===== config.mk =====
export PLATFORM = sky130hd
export DESIGN_NAME = adc_pwr_ctrl
export DESIGN_NICKNAME = d
export VERILOG_FILES = /design/src/rtl/adc_pwr_pkg.sv /design/src/rtl/adc_pwr_seq.sv /design/src/rtl/adc_pwr_state.sv /design/src/rtl/adc_pwr_ctrl.sv
export SDC_FILE = /design/constraint.sdc
export NUM_CORES = 1
export LEC_CHECK = 0
export BUFFER_PORTS_ARGS = -buffer_cell sky130_fd_sc_hd__buf_2
export CAP_MARGIN = 20
export CORE_AREA = 2 2 39 41
export CTS_BUF_LIST = sky130_fd_sc_hd__clkbuf_16
export DETAILED_ROUTE_END_ITERATION = 8
export DIE_AREA = 0 0 41 43
export SLEW_MARGIN = 20
export SYNTH_ARGS = -nofsm -noshare
export SYNTH_HDL_FRONTEND = slang
export SYNTH_SLANG_ARGS = --single-unit

===== constraint.sdc =====
create_clock -name clk -period 1.45 [get_ports clk]
set_input_delay 0.29 -clock clk [delete_from_list [all_inputs] [get_ports clk]]
set_output_delay 0.29 -clock clk [all_outputs]
set_load 0.05 [all_outputs]

===== src/rtl/adc_pwr_pkg.sv =====
package adc_pwr_pkg;

  localparam logic [1:0] LVL_OFF  = 2'b00;
  localparam logic [1:0] LVL_LOW  = 2'b01;
  localparam logic [1:0] LVL_FULL = 2'b11;

  typedef enum logic [1:0] {
    PD_SLEEP  = 2'b00,
    PD_QUICK  = 2'b01,
    PD_LEAN   = 2'b10,
    PD_AWAKE  = 2'b11
  } pd_code_t;

  typedef struct packed {
    logic [1:0] in_lvl;
    logic [1:0] cmp_lvl;
    logic       ref_en;
  } pwr_t;

  localparam pwr_t PWR_ALL_OFF  = '{in_lvl: LVL_OFF,  cmp_lvl: LVL_OFF,  ref_en: 1'b0};
  localparam pwr_t PWR_ALL_FULL = '{in_lvl: LVL_FULL, cmp_lvl: LVL_FULL, ref_en: 1'b1};

  function automatic pwr_t pd_to_pwr(input pd_code_t code);
    pwr_t p;
    case (code)
      PD_SLEEP: p = PWR_ALL_OFF;
      PD_QUICK,
      PD_LEAN:  p = '{in_lvl: LVL_LOW, cmp_lvl: LVL_LOW, ref_en: 1'b1};
      default:  p = PWR_ALL_FULL;
    endcase
    return p;
  endfunction

endpackage


===== src/rtl/adc_pwr_seq.sv =====
module adc_pwr_seq #(
  parameter int CONV_CYCLES = 16,
  parameter int CTRL_BITS   = 8,
  parameter int PD_BITS     = 2
) (
  input  logic               clk,
  input  logic               rst,
  input  logic               start_i,
  input  logic               abort_i,
  input  logic               sdi_i,
  output logic               busy_o,
  output logic               done_o,
  output logic [PD_BITS-1:0] pd_o
);

  localparam int CW   = $clog2(CONV_CYCLES);
  localparam int SH_W = CTRL_BITS - 1;

  logic [CW-1:0]   pos_q;
  logic [SH_W-1:0] ctrl_q;
  logic            busy_q;

  assign done_o = busy_q && (pos_q == CW'(CONV_CYCLES - 1));
  assign busy_o = busy_q;
  assign pd_o   = ctrl_q[PD_BITS-1:0];

  always_ff @(posedge clk) begin
    if (rst) begin
      busy_q <= 1'b0;
      pos_q  <= '0;
      ctrl_q <= '0;
    end else if (abort_i) begin
      busy_q <= 1'b0;
      pos_q  <= '0;
    end else if (start_i) begin
      busy_q <= 1'b1;
      pos_q  <= CW'(1);
    end else if (busy_q) begin
      if (pos_q < CW'(CTRL_BITS))
        ctrl_q <= {ctrl_q[SH_W-2:0], sdi_i};
      if (done_o) begin
        busy_q <= 1'b0;
        pos_q  <= '0;
      end else begin
        pos_q <= pos_q + CW'(1);
      end
    end
  end

endmodule


===== src/rtl/adc_pwr_state.sv =====
module adc_pwr_state
  import adc_pwr_pkg::*;
#(
  parameter int PD_BITS = 2
) (
  input  logic               clk,
  input  logic               rst,
  input  logic               shdn_n_i,
  input  logic               start_i,
  input  logic               done_i,
  input  logic [PD_BITS-1:0] pd_i,
  output pwr_t               pwr_o
);

  pwr_t pwr_q, pwr_d;
  logic hw_off_q;

  always_comb begin
    pwr_d = pwr_q;
    if (!shdn_n_i)     pwr_d = PWR_ALL_OFF;
    else if (start_i)  pwr_d = PWR_ALL_FULL;
    else if (done_i)   pwr_d = pd_to_pwr(pd_code_t'(pd_i[1:0]));
    else if (hw_off_q) pwr_d = PWR_ALL_FULL;
  end

  always_ff @(posedge clk) begin
    if (rst) begin
      pwr_q    <= PWR_ALL_OFF;
      hw_off_q <= 1'b0;
    end else begin
      pwr_q    <= pwr_d;
      hw_off_q <= !shdn_n_i;
    end
  end

  assign pwr_o = pwr_q;

endmodule


===== src/rtl/adc_pwr_ctrl.sv =====
module adc_pwr_ctrl
  import adc_pwr_pkg::*;
#(
  parameter int CONV_CYCLES = 16,
  parameter int CTRL_BITS   = 8,
  parameter int PD_BITS     = 2
) (
  input  logic       clk,
  input  logic       rst,
  input  logic       cs_n,
  input  logic       sdi,
  input  logic       shdn_n,
  output logic [1:0] in_lvl,
  output logic [1:0] cmp_lvl,
  output logic       ref_en,
  output logic       busy
);

  logic               seq_busy;
  logic               seq_done;
  logic               start;
  logic [PD_BITS-1:0] pd_code;
  pwr_t               pwr;

  assign start = !cs_n && sdi && !seq_busy && shdn_n;

  adc_pwr_seq #(
    .CONV_CYCLES(CONV_CYCLES),
    .CTRL_BITS  (CTRL_BITS),
    .PD_BITS    (PD_BITS)
  ) seq_i (
    .clk    (clk),
    .rst    (rst),
    .start_i(start),
    .abort_i(!shdn_n),
    .sdi_i  (sdi),
    .busy_o (seq_busy),
    .done_o (seq_done),
    .pd_o   (pd_code)
  );

  adc_pwr_state #(
    .PD_BITS(PD_BITS)
  ) state_i (
    .clk     (clk),
    .rst     (rst),
    .shdn_n_i(shdn_n),
    .start_i (start),
    .done_i  (seq_done),
    .pd_i    (pd_code),
    .pwr_o   (pwr)
  );

  assign in_lvl  = pwr.in_lvl;
  assign cmp_lvl = pwr.cmp_lvl;
  assign ref_en  = pwr.ref_en;
  assign busy    = seq_busy;

endmodule


==> results.tsv, run 1 <==
stage	metric	value	unit
detailed_routing	viasPerCell	5.05	
floorplanning	start_util	34.0	%
floorplanning	core_area	0.00138	mm^2
cts	cts.clk_slew.worst_paths	0.04	ns
timing	hold_viol	0	
timing	grt_setup_unrepaired	false	
critical_path	criticalPathCategory	reg2reg	
finish	final_core_util	42.4	%
critical_path	cp-start-kind	flop	
grt	grt-ovfl-total	0	
placed_design	io_buffers	10	
timing	period_share	88.6	%
cts	cts.sinks	10	
pwr	p_int	0.666	mW
timing	slew_headroom	84.2	%
cts	cts_buffers	3	
grt	use_met3	3.14	%
pwr	p_leak	0.262	nW
grt	grt_antenna_before_repair	0	
critical_path	slowest_stage	dfxtp_1	
timing	holdWs	0.265	ns
pwr	comb_power_share	7.8	%
critical_path	path_delay_family	simple AND/OR/NAND/NOR gates	
logic_synthesis	syn_inst	49	
placed_design	placedInstanceArea	508	um^2
critical_path	critical_path.endpoint_type	flop	
detailed_routing	drt-pass1-iter-count	4	
hold_path	whs_path_depth	2	
grt	grt_pass1_vias	358	
pwr	power.share.clock	57.8	%
critical_path	cpPeakStageDelay	0.38	ns
critical_path	path_cells	ha_1, nand4_1, or3_1, o311a_1	
floorplanning	io_pins	11	
grt	grt_use_total	11.9	%
grt	grtUsageMet2	17.8	%
cts	tritoncts	built	
cts	cts_setup_buffers	0	
pwr	swShare	21.1	%
floorplanning	die_height	43	um
timing	max_freq	779	MHz
logic_synthesis	syn_nets	55	
timing	worst_slew_pin_slew	0.235	ns
status	status	finished, final reports clean	
timing	drv_slew	0	
timing	finalSetupTns	0	ns
flow_run	maxCapViolations	0	
finish	antenna_cells	0	
floorplanning	die_area	0.00176	mm^2
detailed_routing	ant_nets	0	
floorplanning	num_rows	14	
finish	final_area	587	um^2
floorplanning	dieWidth	41	um
critical_path	r2r_end	state_i.pwr_o[1]	
detailed_routing	routed_wl	858	um
critical_path	required	1.57	ns
finish	finalNetCount	66	
cts	clock-root-buffer	clkbuf_16	
grt	grtUsageMet1	14.0	%
logic_synthesis	yosys_warnings	0	
detailed_routing	vias	379	
critical_path	path_max_fanout	5	
cts	ctsHoldBuffers	0	
finish	drive_above_1_share	32.2	%
pwr	ir_drop	585	uV
detailed_routing	first_iter_violations	15	
placed_design	hpwl	646	um
critical_path	cp_num_buf_inv	0	
critical_path	crit_arrival	1.41	ns
cts	cts.repair.resized	0	
hold_path	hp-class	in2reg	
detailed_routing	drc	0	
cts	clock_latency	0.24	ns
pwr	sequentialPowerShare	34.4	%
critical_path	ff2ff_path_depth	4	
cts	htree_levels	1	
pwr	p_per_area	1440	mW/mm^2
detailed_routing	wl_per_cell	11.4	um
hold_path	min_to	state_i.hw_off_q	
timing	finalSetupViolations	0	
placed_design	gp_congestion	0.711	
finish	syn_to_final_growth	24.7	%
timing	fin_crit	1.28	ns
logic_synthesis	netlist-cell-type-count	24	
critical_path	rrSetupSlack	0.17	ns
pwr	p_switching	0.178	mW
logic_synthesis	synth_area	470	um^2
cts	clk_path_buf_depth	2	
logic_synthesis	yosysSeqAreaShare	42.6	%
logic_synthesis	ys_ff_latch	10	
logic_synthesis	syn_avg_cell_area	9.60	um^2
finish	fillers	138	
critical_path	reg2reg_from	seq_i.pos_q[0]	
grt	grt_max_degree	11	
timing	fin_skew	0.00302	ns
grt	grt.busiest_layer	met2	
hold_path	hp-start	rst	
grt	grt_pass1_wl	1.41	mm
-- power groups by stage --
stage | registers, mW | logic [mW] | clock network [mW]
after floorplan | 0.305 | 0.0428 | 0
after global placement | 0.295 | 0.0663 | 0
after detailed placement | 0.295 | 0.0659 | 0
after CTS | 0.291 | 0.0662 | 0.496
after global routing | 0.292 | 0.0714 | 0.510
final | 0.291 | 0.0660 | 0.488
-- final cells by class --
cell class                      count  area (um^2)  share of cell area, %
Multi-Input combinational cell     35          236                   40.3
Sequential cell                    10          201                   34.3
Clock buffer                        3         75.1                   12.8
Timing Repair Buffer               10         50.0                   8.53
Tap cell                           16         20.0                   3.41
Clock inverter                      1         3.75                  0.640
-- synth_stat cells --
master     n  area [um^2]
nand4_1    1         6.26
a21oi_1    3         15.0
and2b_1    1         7.51
nor2b_1    1         6.26
nand2_2    1         6.26
nand3b_1   2         15.0
a21o_1     1         7.51
dfxtp_1   10          200
nor3b_2    1         12.5
or3_1      2         12.5
and4_2     1         10.0
o31a_2     1         10.0
nand2b_1   1         6.26
o311a_1    1         10.0
buf_6      1         11.3
ha_1       1         12.5
buf_4      3         22.5
nand2_1    3         11.3
o21ai_0    2         10.0
xor2_1     1         8.76
nand2b_2   1         8.76
nor2_1     6         22.5
mux2i_1    3         30.0
o31ai_1    1         7.51
-- sequential cells by signal (all words and copies together), names as in the netlist --
signal / flops
seq_i.busy_o: 1
seq_i.pos_q: 4
seq_i.ctrl_q: 2
state_i.pwr_o: 2
state_i.hw_off_q: 1
-- metal layers --
metal	vias up	part of all wire [%]
li1	191	-
met1	174	47
met2	14	48
met3	0	4.7
met4	0	0
met5	-	0
-- per-stage QoR --
stage | setup WS [ns] | power [mW] | cells
2_1_floorplan | 0.154 | 0.348 | 49
3_3_place_gp | 0.229 | 0.361 | 71
3_5_place_dp | 0.196 | 0.361 | 71
4_1_cts | 0.178 | 0.853 | 75
5_1_grt | 0.113 | 0.873 | 75
6_report | 0.166 | 0.844 | 75
-- worst max-delay path by stage --
stage | startpoint | endpoint | slack, ns | depth (start not counted)
4_1_cts | seq_i.pos_q[0] | state_i.pwr_o[1] | 0.18 | 4
6_report | seq_i.pos_q[0] | state_i.pwr_o[1] | 0.17 | 4
5_1_grt | seq_i.pos_q[0] | state_i.pwr_o[1] | 0.11 | 4
3_3_place_gp | seq_i.pos_q[0] | state_i.pwr_o[1] | 0.23 | 4
2_1_floorplan | seq_i.busy_o | state_i.pwr_o[1] | 0.15 | 4
3_5_place_dp | seq_i.pos_q[0] | state_i.pwr_o[1] | 0.20 | 4
-- kinds of logic after synthesis --
logic type / synth area share, %
AOI/OAI and AO/OA: 12.8
adders and majority gates: 2.66
xor gates and xnor gates: 1.86
and+or+nand+nor: 26.6
DFF: 42.6
muxes: 6.38
buffers and inverters: 7.18
-- worst reg2reg max path: stages, from the launching register on --
cell     delay [ns]
dfxtp_1        0.38
ha_1           0.23
nand4_1        0.12
or3_1          0.33
o311a_1        0.11
-- cells in the final DEF (no fill, tap or decap), types with 2 or more instances in the layout --
cell and instances:
nand3b_1 2, dfxtp_1 9, nor2_1 6, nand2_1 3, or3_1 2, mux2i_1 3, o21ai_0 2, buf_2 10
a21oi_1 3, clkbuf_16 3
Power figures use the tool's default switching activity.
==> run 2, diff against run 1 <==
- ABC_AREA: unset -> 1
==> run 2 against run 1 <==
Final area increased by 8.5%. Utilization increased by 3.6 points. Worst hold slack worse by 0.053 ns. Power increased by 0.24%. Flip-flop and latch count did not move. Non-clock buffer count increased by 1. Clock skew increased by 0.0016 ns. Die area unchanged. Combinational power up 8.0%. Sequential share of layout area decreased by 2.9 points. First-iteration DRC count fell by 67%. Largest power group unchanged.
==> results.tsv, run 2 <==
stage	metric	value	unit	change
timing	finalSetupViolations	0		unchanged
timing	slew_headroom	83.6	%	-0.60 points
placed_design	io_buffers	10		unchanged
critical_path	critical_path.endpoint_type	output port		
grt	grt_pass1_vias	371		+3.6%
logic_synthesis	synth_xor_area_share	1.70	%	-0.16 points
logic_synthesis	synth_area_leader_cell	dfxtp_1		
finish	largest_register_ffs	4		unchanged
finish	fillers	142		+2.9%
hold_path	hp-class	in2reg		
critical_path	path_delay_family	flip-flops		
logic_synthesis	yosysMostFrequentCell	nand2_1		
logic_synthesis	yosysTopAreaCellShare	38.9	%	-3.6 points
finish	syn_to_final_growth	23.8	%	
timing	setup_slack	0.259	ns	+0.0928 ns
logic_synthesis	yosys_warnings	0		unchanged
floorplanning	dieWidth	41	um	unchanged
status	status	finished, final reports clean		
logic_synthesis	netlist-cell-type-count	22		-8.3%
critical_path	crit_arrival	0.90	ns	-0.51 ns
grt	grt-ovfl-total	0		unchanged
finish	antenna_cells	0		unchanged
timing	drv_slew	0		unchanged
grt	grt_antenna_before_repair	0		unchanged
timing	grt_setup_unrepaired	false		
logic_synthesis	synth_compound_gate_area_share	7.79	%	-5.0 points
logic_synthesis	synth_ff_type	dfxtp_1		
detailed_routing	viasPerCell	4.44		-12%
cts	clock_latency	0.24	ns	about the same
timing	worst_slew_pin_slew	0.248	ns	+0.0128 ns
finish	final_cell_mix	12 x nand2_1, 10 x buf_2, 10 x dfxtp_1		
grt	grt_max_degree	7		-4
critical_path	cpPeakStageDelay	0.38	ns	about the same
grt	grt_use_total	12.1	%	+0.19 points
detailed_routing	drc	0		unchanged
critical_path	criticalPathCategory	reg2out		
floorplanning	die_area	0.00176	mm^2	unchanged
cts	cts_buffers	3		unchanged
cts	ctsHoldBuffers	0		unchanged
critical_path	required	1.16	ns	-0.41 ns
logic_synthesis	yosys-top-cells-count	12 x nand2_1, 10 x dfxtp_1, 8 x nor2_1		
cts	clk_path_buf_depth	2		unchanged
detailed_routing	first_iter_violations	5		-10
cts	cts_setup_buffers	0		unchanged
detailed_routing	met1_length	375	um	-7.6%
placed_design	dp_slack	0.354	ns	+0.158 ns
floorplanning	core_area	0.00138	mm^2	unchanged
cts	tritoncts	built		
timing	hold_viol	0		unchanged
cts	cts.repair.resized	0		unchanged
logic_synthesis	synth_top_family_by_area	simple AND/OR/NAND/NOR gates		
floorplanning	start_util	37.2	%	+3.2 points
logic_synthesis	synthTopCellsByArea	dfxtp_1 39%, nand2_1 8.8%, nor2_1 5.8%		
timing	fin_skew	0.00462	ns	+0.00160 ns
logic_synthesis	synth_simple_gate_area_share	32.8	%	+6.3 points
detailed_routing	wl_per_cell	8.66	um	-24%
finish	finalNetCount	84		+27%
cts	cts.sinks	10		unchanged
timing	period_share	82.2	%	-6.4 points
cts	cts.clk_slew.worst_paths	0.04	ns	about the same
cts	htree_levels	1		unchanged
logic_synthesis	syn_avg_cell_area	7.79	um^2	-19%
critical_path	cp-start-kind	flop		
logic_synthesis	ys_ff_latch	10		unchanged
finish	instances_no_fill	93		+24%
cts	clock-root-buffer	clkbuf_16		
pwr	p_leak	0.316	nW	+20%
detailed_routing	vias	413		+9.0%
logic_synthesis	synthAdderAreaFrac	2.43	%	-0.23 points
detailed_routing	drt-pass1-iter-count	4		unchanged
logic_synthesis	syn_nets	72		+31%
finish	regMostFlops	seq_i.pos_q		
detailed_routing	ant_nets	0		unchanged
critical_path	path_cells	buf_2		
logic_synthesis	synth_mux_area_share	1.95	%	-4.4 points
detailed_routing	routed_wl	805	um	-6.2%
pwr	p_per_area	1330	mW/mm^2	-7.6%
pwr	ir_drop	883	uV	+51%
critical_path	cp_num_buf_inv	1		+1
logic_synthesis	yosysSeqAreaShare	38.9	%	-3.6 points
flow_run	maxCapViolations	0		unchanged
floorplanning	io_pins	11		unchanged
detailed_routing	met2WireLength	352	um	-14%
placed_design	gp_congestion	0.767		+7.9%
timing	fin_crit	1.19	ns	-0.0928 ns
timing	max_freq	839	MHz	+7.8%
timing	finalSetupTns	0	ns	unchanged
detailed_routing	route.met3.wl	56	um	+40%
floorplanning	die_height	43	um	unchanged
critical_path	path_max_fanout	3		-2
logic_synthesis	syn_inst	66		+35%
placed_design	hpwl	656	um	+1.5%
floorplanning	num_rows	14		unchanged
logic_synthesis	synth_edf_count	0		unchanged
grt	grt_pass1_wl	1.37	mm	-2.4%
critical_path	slowest_stage	dfxtp_1		
detailed_routing	top_layer	met4		
logic_synthesis	synth_area	514	um^2	+9.3%
finish	drive_above_1_share	31.2	%	-1.0 points
placed_design	placed_cells	89		+25%
finish	final_common_cell	nand2_1		
logic_synthesis	synthArstFlopShare	0	%	unchanged
## run 2: cell types whose count changed after synthesis, sizes merged, moves of 2 or more
| cell | delta |
|---|---|
| nor2 | +4 |
| mux2i | -2 |
| or3 | -2 |
| nand3b | -2 |
| nand2 | +11 |
| nand2b | -2 |
| o21ai | +2 |
| inv | +8 |
| nand3 | +5 |
| clkinv | +2 |
## run 2: layer usage
| metal | global-route usage [%] | vias up |
|---|---|---|
| met5 | 0 | - |
| met3 | 6.28 | 2 |
| met4 | 8.00 | 0 |
| li1 | - | 222 |
| met1 | 13.6 | 177 |
| met2 | 16.9 | 12 |
## run 2: where the power goes
group / switching [mW] / total (mW) / internal (mW)
registers: 0.00406 / 0.287 / 0.283
clock network: 0.127 / 0.488 / 0.361
logic: 0.0505 / 0.0713 / 0.0207
total: 0.182 / 0.846 / 0.665
## run 2: logic make-up after synthesis
group	after synthesis
and+or+nand+nor	31
AOI/OAI and AO/OA	8
xor gates and xnor gates	1
muxes	1
adders and majority gates	1
buffers and inverters	14
DFF	10
## run 2: final cells by class
class	count	area [um^2]	share of cell area, %
Tap cell	16	20.0	3.14
Clock inverter	1	3.75	0.589
Multi-Input combinational cell	42	240	37.7
Timing Repair Buffer	11	57.6	9.04
Clock buffer	3	75.1	11.8
Inverter	10	40.0	6.29
Sequential cell	10	200	31.4
## run 2: worst paths after layout
kind / start / end / slack (ns) / cells past startpoint
max: seq_i.busy_o / busy / 0.26 / 1
min: rst / state_i.hw_off_q / 0.21 / 2
max reg2reg: seq_i.pos_q[0] / seq_i.pos_q[0] / 0.35 / 6
min reg2reg: seq_i.ctrl_q[1] / seq_i.ctrl_q[1] / 0.47 / 2
## run 2: metrics by stage
stage	power, mW	area, um^2	util (%)	hold WS (ns)
finish	0.846	637	46.0	0.213
global route	0.881	637	46.0	0.227
CTS	0.858	637	46.0	0.210
detailed placement	0.363	558	40.3	0.460
global placement	0.363	558	40.3	0.457
floorplan	0.350	514	-	0.357
==> run 3, diff against run 2 <==
- ABC_AREA: 1 -> 0
- clock period: 1.45 -> 1.1 ns (I/O delays scaled with it)
==> run 3 against run 2 <==
The run now ends with setup timing left. Via count decreased by 7.0%. Largest cell class unchanged. Combinational power increased by 34%. Final cell count decreased by 17%. First-iteration DRC count increased by 20%. Highest routed layer unchanged.
==> results.tsv, run 3 (synthesized netlist as in run 1, its figures left out) <==
stage	metric	value	unit	change
status	status	finished, violations left		
status	violations	setup timing		
cts	cts.sinks	10		unchanged
cts	htree_levels	1		unchanged
placed_design	hpwl	663	um	+1.1%
timing	period_share	103	%	
grt	grt_pass1_vias	308		-17%
hold_path	hp-class	in2reg		
floorplanning	start_util	34.0	%	-3.2 points
critical_path	ff2ff_path_depth	4		-2
finish	drive_above_1_share	41.0	%	+9.8 points
pwr	p_leak	0.273	nW	-14%
pwr	p_per_area	1770	mW/mm^2	+33%
cts	clock_latency	0.24	ns	about the same
critical_path	path_delay_family	simple AND/OR/NAND/NOR gates		
floorplanning	core_area	0.00138	mm^2	unchanged
timing	drv_slew	0		unchanged
timing	worst_slew_pin_slew	0.226	ns	-0.0221 ns
finish	antenna_cells	0		unchanged
critical_path	path_max_fanout	4		+1
cts	clock-root-buffer	clkbuf_16		
finish	syn_to_final_growth	35.1	%	
cts	tritoncts	built		
grt	grt_max_degree	11		+4
grt	grt_antenna_before_repair	0		unchanged
critical_path	slowest_stage	dfxtp_2		
pwr	ir_drop	768	uV	-13%
critical_path	r2r_end	state_i.pwr_o[1]		
timing	fin_crit	1.13	ns	
critical_path	required	1.22	ns	+0.06 ns
timing	max_freq	882	MHz	
critical_path	cpPeakStageDelay	0.34	ns	-0.04 ns
detailed_routing	drt-pass1-iter-count	6		+2
detailed_routing	vias	384		-7.0%
timing	grt_setup_unrepaired	true		
detailed_routing	drc	0		unchanged
critical_path	cp-endpoint	state_i.pwr_o[1]		
floorplanning	dieWidth	41	um	unchanged
cts	cts.clk_slew.worst_paths	0.04	ns	about the same
timing	slew_headroom	84.8	%	+1.2 points
cts	clk_path_buf_depth	2		unchanged
floorplanning	die_area	0.00176	mm^2	unchanged
finish	final_core_util	45.9	%	-0.090 points
critical_path	cp-start-kind	flop		
placed_design	dp_slack	-0.0845	ns	-0.438 ns
critical_path	criticalPathCategory	reg2reg		
timing	finalSetupTns	-0.0338	ns	-0.0338 ns
placed_design	placed_cells	73		-18%
floorplanning	die_height	43	um	unchanged
critical_path	cp_num_buf_inv	0		-1
critical_path	cp-startpoint	seq_i.pos_q[0]		
detailed_routing	routed_wl	895	um	+11%
finish	instances_no_fill	77		-17%
timing	hold_viol	0		unchanged
floorplanning	io_pins	11		unchanged
grt	grt_use_total	11.9	%	-0.21 points
critical_path	critical_path.endpoint_type	flop		
timing	finalSetupViolations	1		+1
detailed_routing	viasPerCell	4.99		+12%
finish	final_cell_mix	6 x nor2_1, 6 x buf_2, 6 x dfxtp_1		
timing	fin_skew	0.00287	ns	-0.00175 ns
detailed_routing	ant_nets	0		unchanged
detailed_routing	first_iter_violations	6		+1
placed_design	gp_congestion	0.721		-5.9%
placed_design	io_buffers	10		unchanged
timing	setup_slack	-0.0338	ns	-0.292 ns
critical_path	path_cells	ha_4, nand4_1, or3_1, o311a_1		
critical_path	crit_arrival	1.26	ns	+0.36 ns
floorplanning	num_rows	14		unchanged
critical_path	rrSetupSlack	-0.03	ns	-0.38 ns
critical_path	cp.depth	4		+3
cts	cts_buffers	3		unchanged
grt	grt-ovfl-total	0		unchanged
critical_path	reg2reg_from	seq_i.pos_q[0]		
finish	regMostFlops	seq_i.pos_q		
pwr	p_total	1.12	mW	+33%
finish	finalNetCount	68		-19%
finish	largest_register_ffs	4		unchanged
flow_run	maxCapViolations	0		unchanged
detailed_routing	wl_per_cell	11.6	um	+34%
grt	grt_pass1_wl	1.37	mm	-0.51%
hold_path	whs_path_depth	2		unchanged
run 3: changes by cell type in the layout (fill, tap and decap cells not counted), sizes merged, moves of 2 or more:
cell and change:
o21ai -2, or3 +2, mux2i +2, nand2b +2, nand3b +2, clkinv -2, clkbuf +2, nor2 -4
nand2 -11, inv -8, nand3 -5
run 3: cell type report:
cell class,count,area [um^2]
timing repair buffer,12,78.8
multi-input combinational,35,250
fill,137,748
clock buffer,3,75.1
tap,16,20.0
clock inverter,1,3.75
sequential,10,208
run 3: stage by stage:
| stage | instance area (um^2) | hold WS, ns |
|---|---|---|
| floorplan | 480 | 0.287 |
| detailed placement | 532 | 0.433 |
| CTS | 624 | 0.186 |
| finish | 636 | 0.186 |
| global placement | 532 | 0.433 |
| global route | 636 | 0.199 |
run 3: how the worst min path moves through the flow:
stage	slack (ns)	to	start
6_report	0.19	state_i.hw_off_q	rst
3_3_place_gp	0.43	state_i.hw_off_q	rst
5_1_grt	0.20	state_i.hw_off_q	rst
4_1_cts	0.19	state_i.hw_off_q	rst
3_5_place_dp	0.43	state_i.hw_off_q	rst
2_1_floorplan	0.29	state_i.hw_off_q	rst
run 3: power breakdown:
| part | switching, mW | internal (mW) |
|---|---|---|
| Sequential | 0.00979 | 0.373 |
| Clock | 0.170 | 0.476 |
| Combinational | 0.0603 | 0.0349 |
| Total | 0.240 | 0.884 |
run 3: layer usage:
metal	vias up	global-route usage (%)	wire length [um]
met5	-	0	0
met4	0	10.0	20
met3	2	3.14	36
met2	13	13.1	391
met1	172	17.7	446
li1	197	-	-
run 3: repair_timing:
action | in CTS | in global routing
hold buffers | 0 | 0
pin swaps | 2 | 0
buffers inserted | 0 | 0
setup endpoints to repair | 3 | 6
gates resized for setup | 3 | 5
run 3: worst register-to-register path: stages (launching register included):
cell and delay (ns):
dfxtp_2 0.34, ha_4 0.15, nand4_1 0.11, or3_1 0.32, o311a_1 0.11
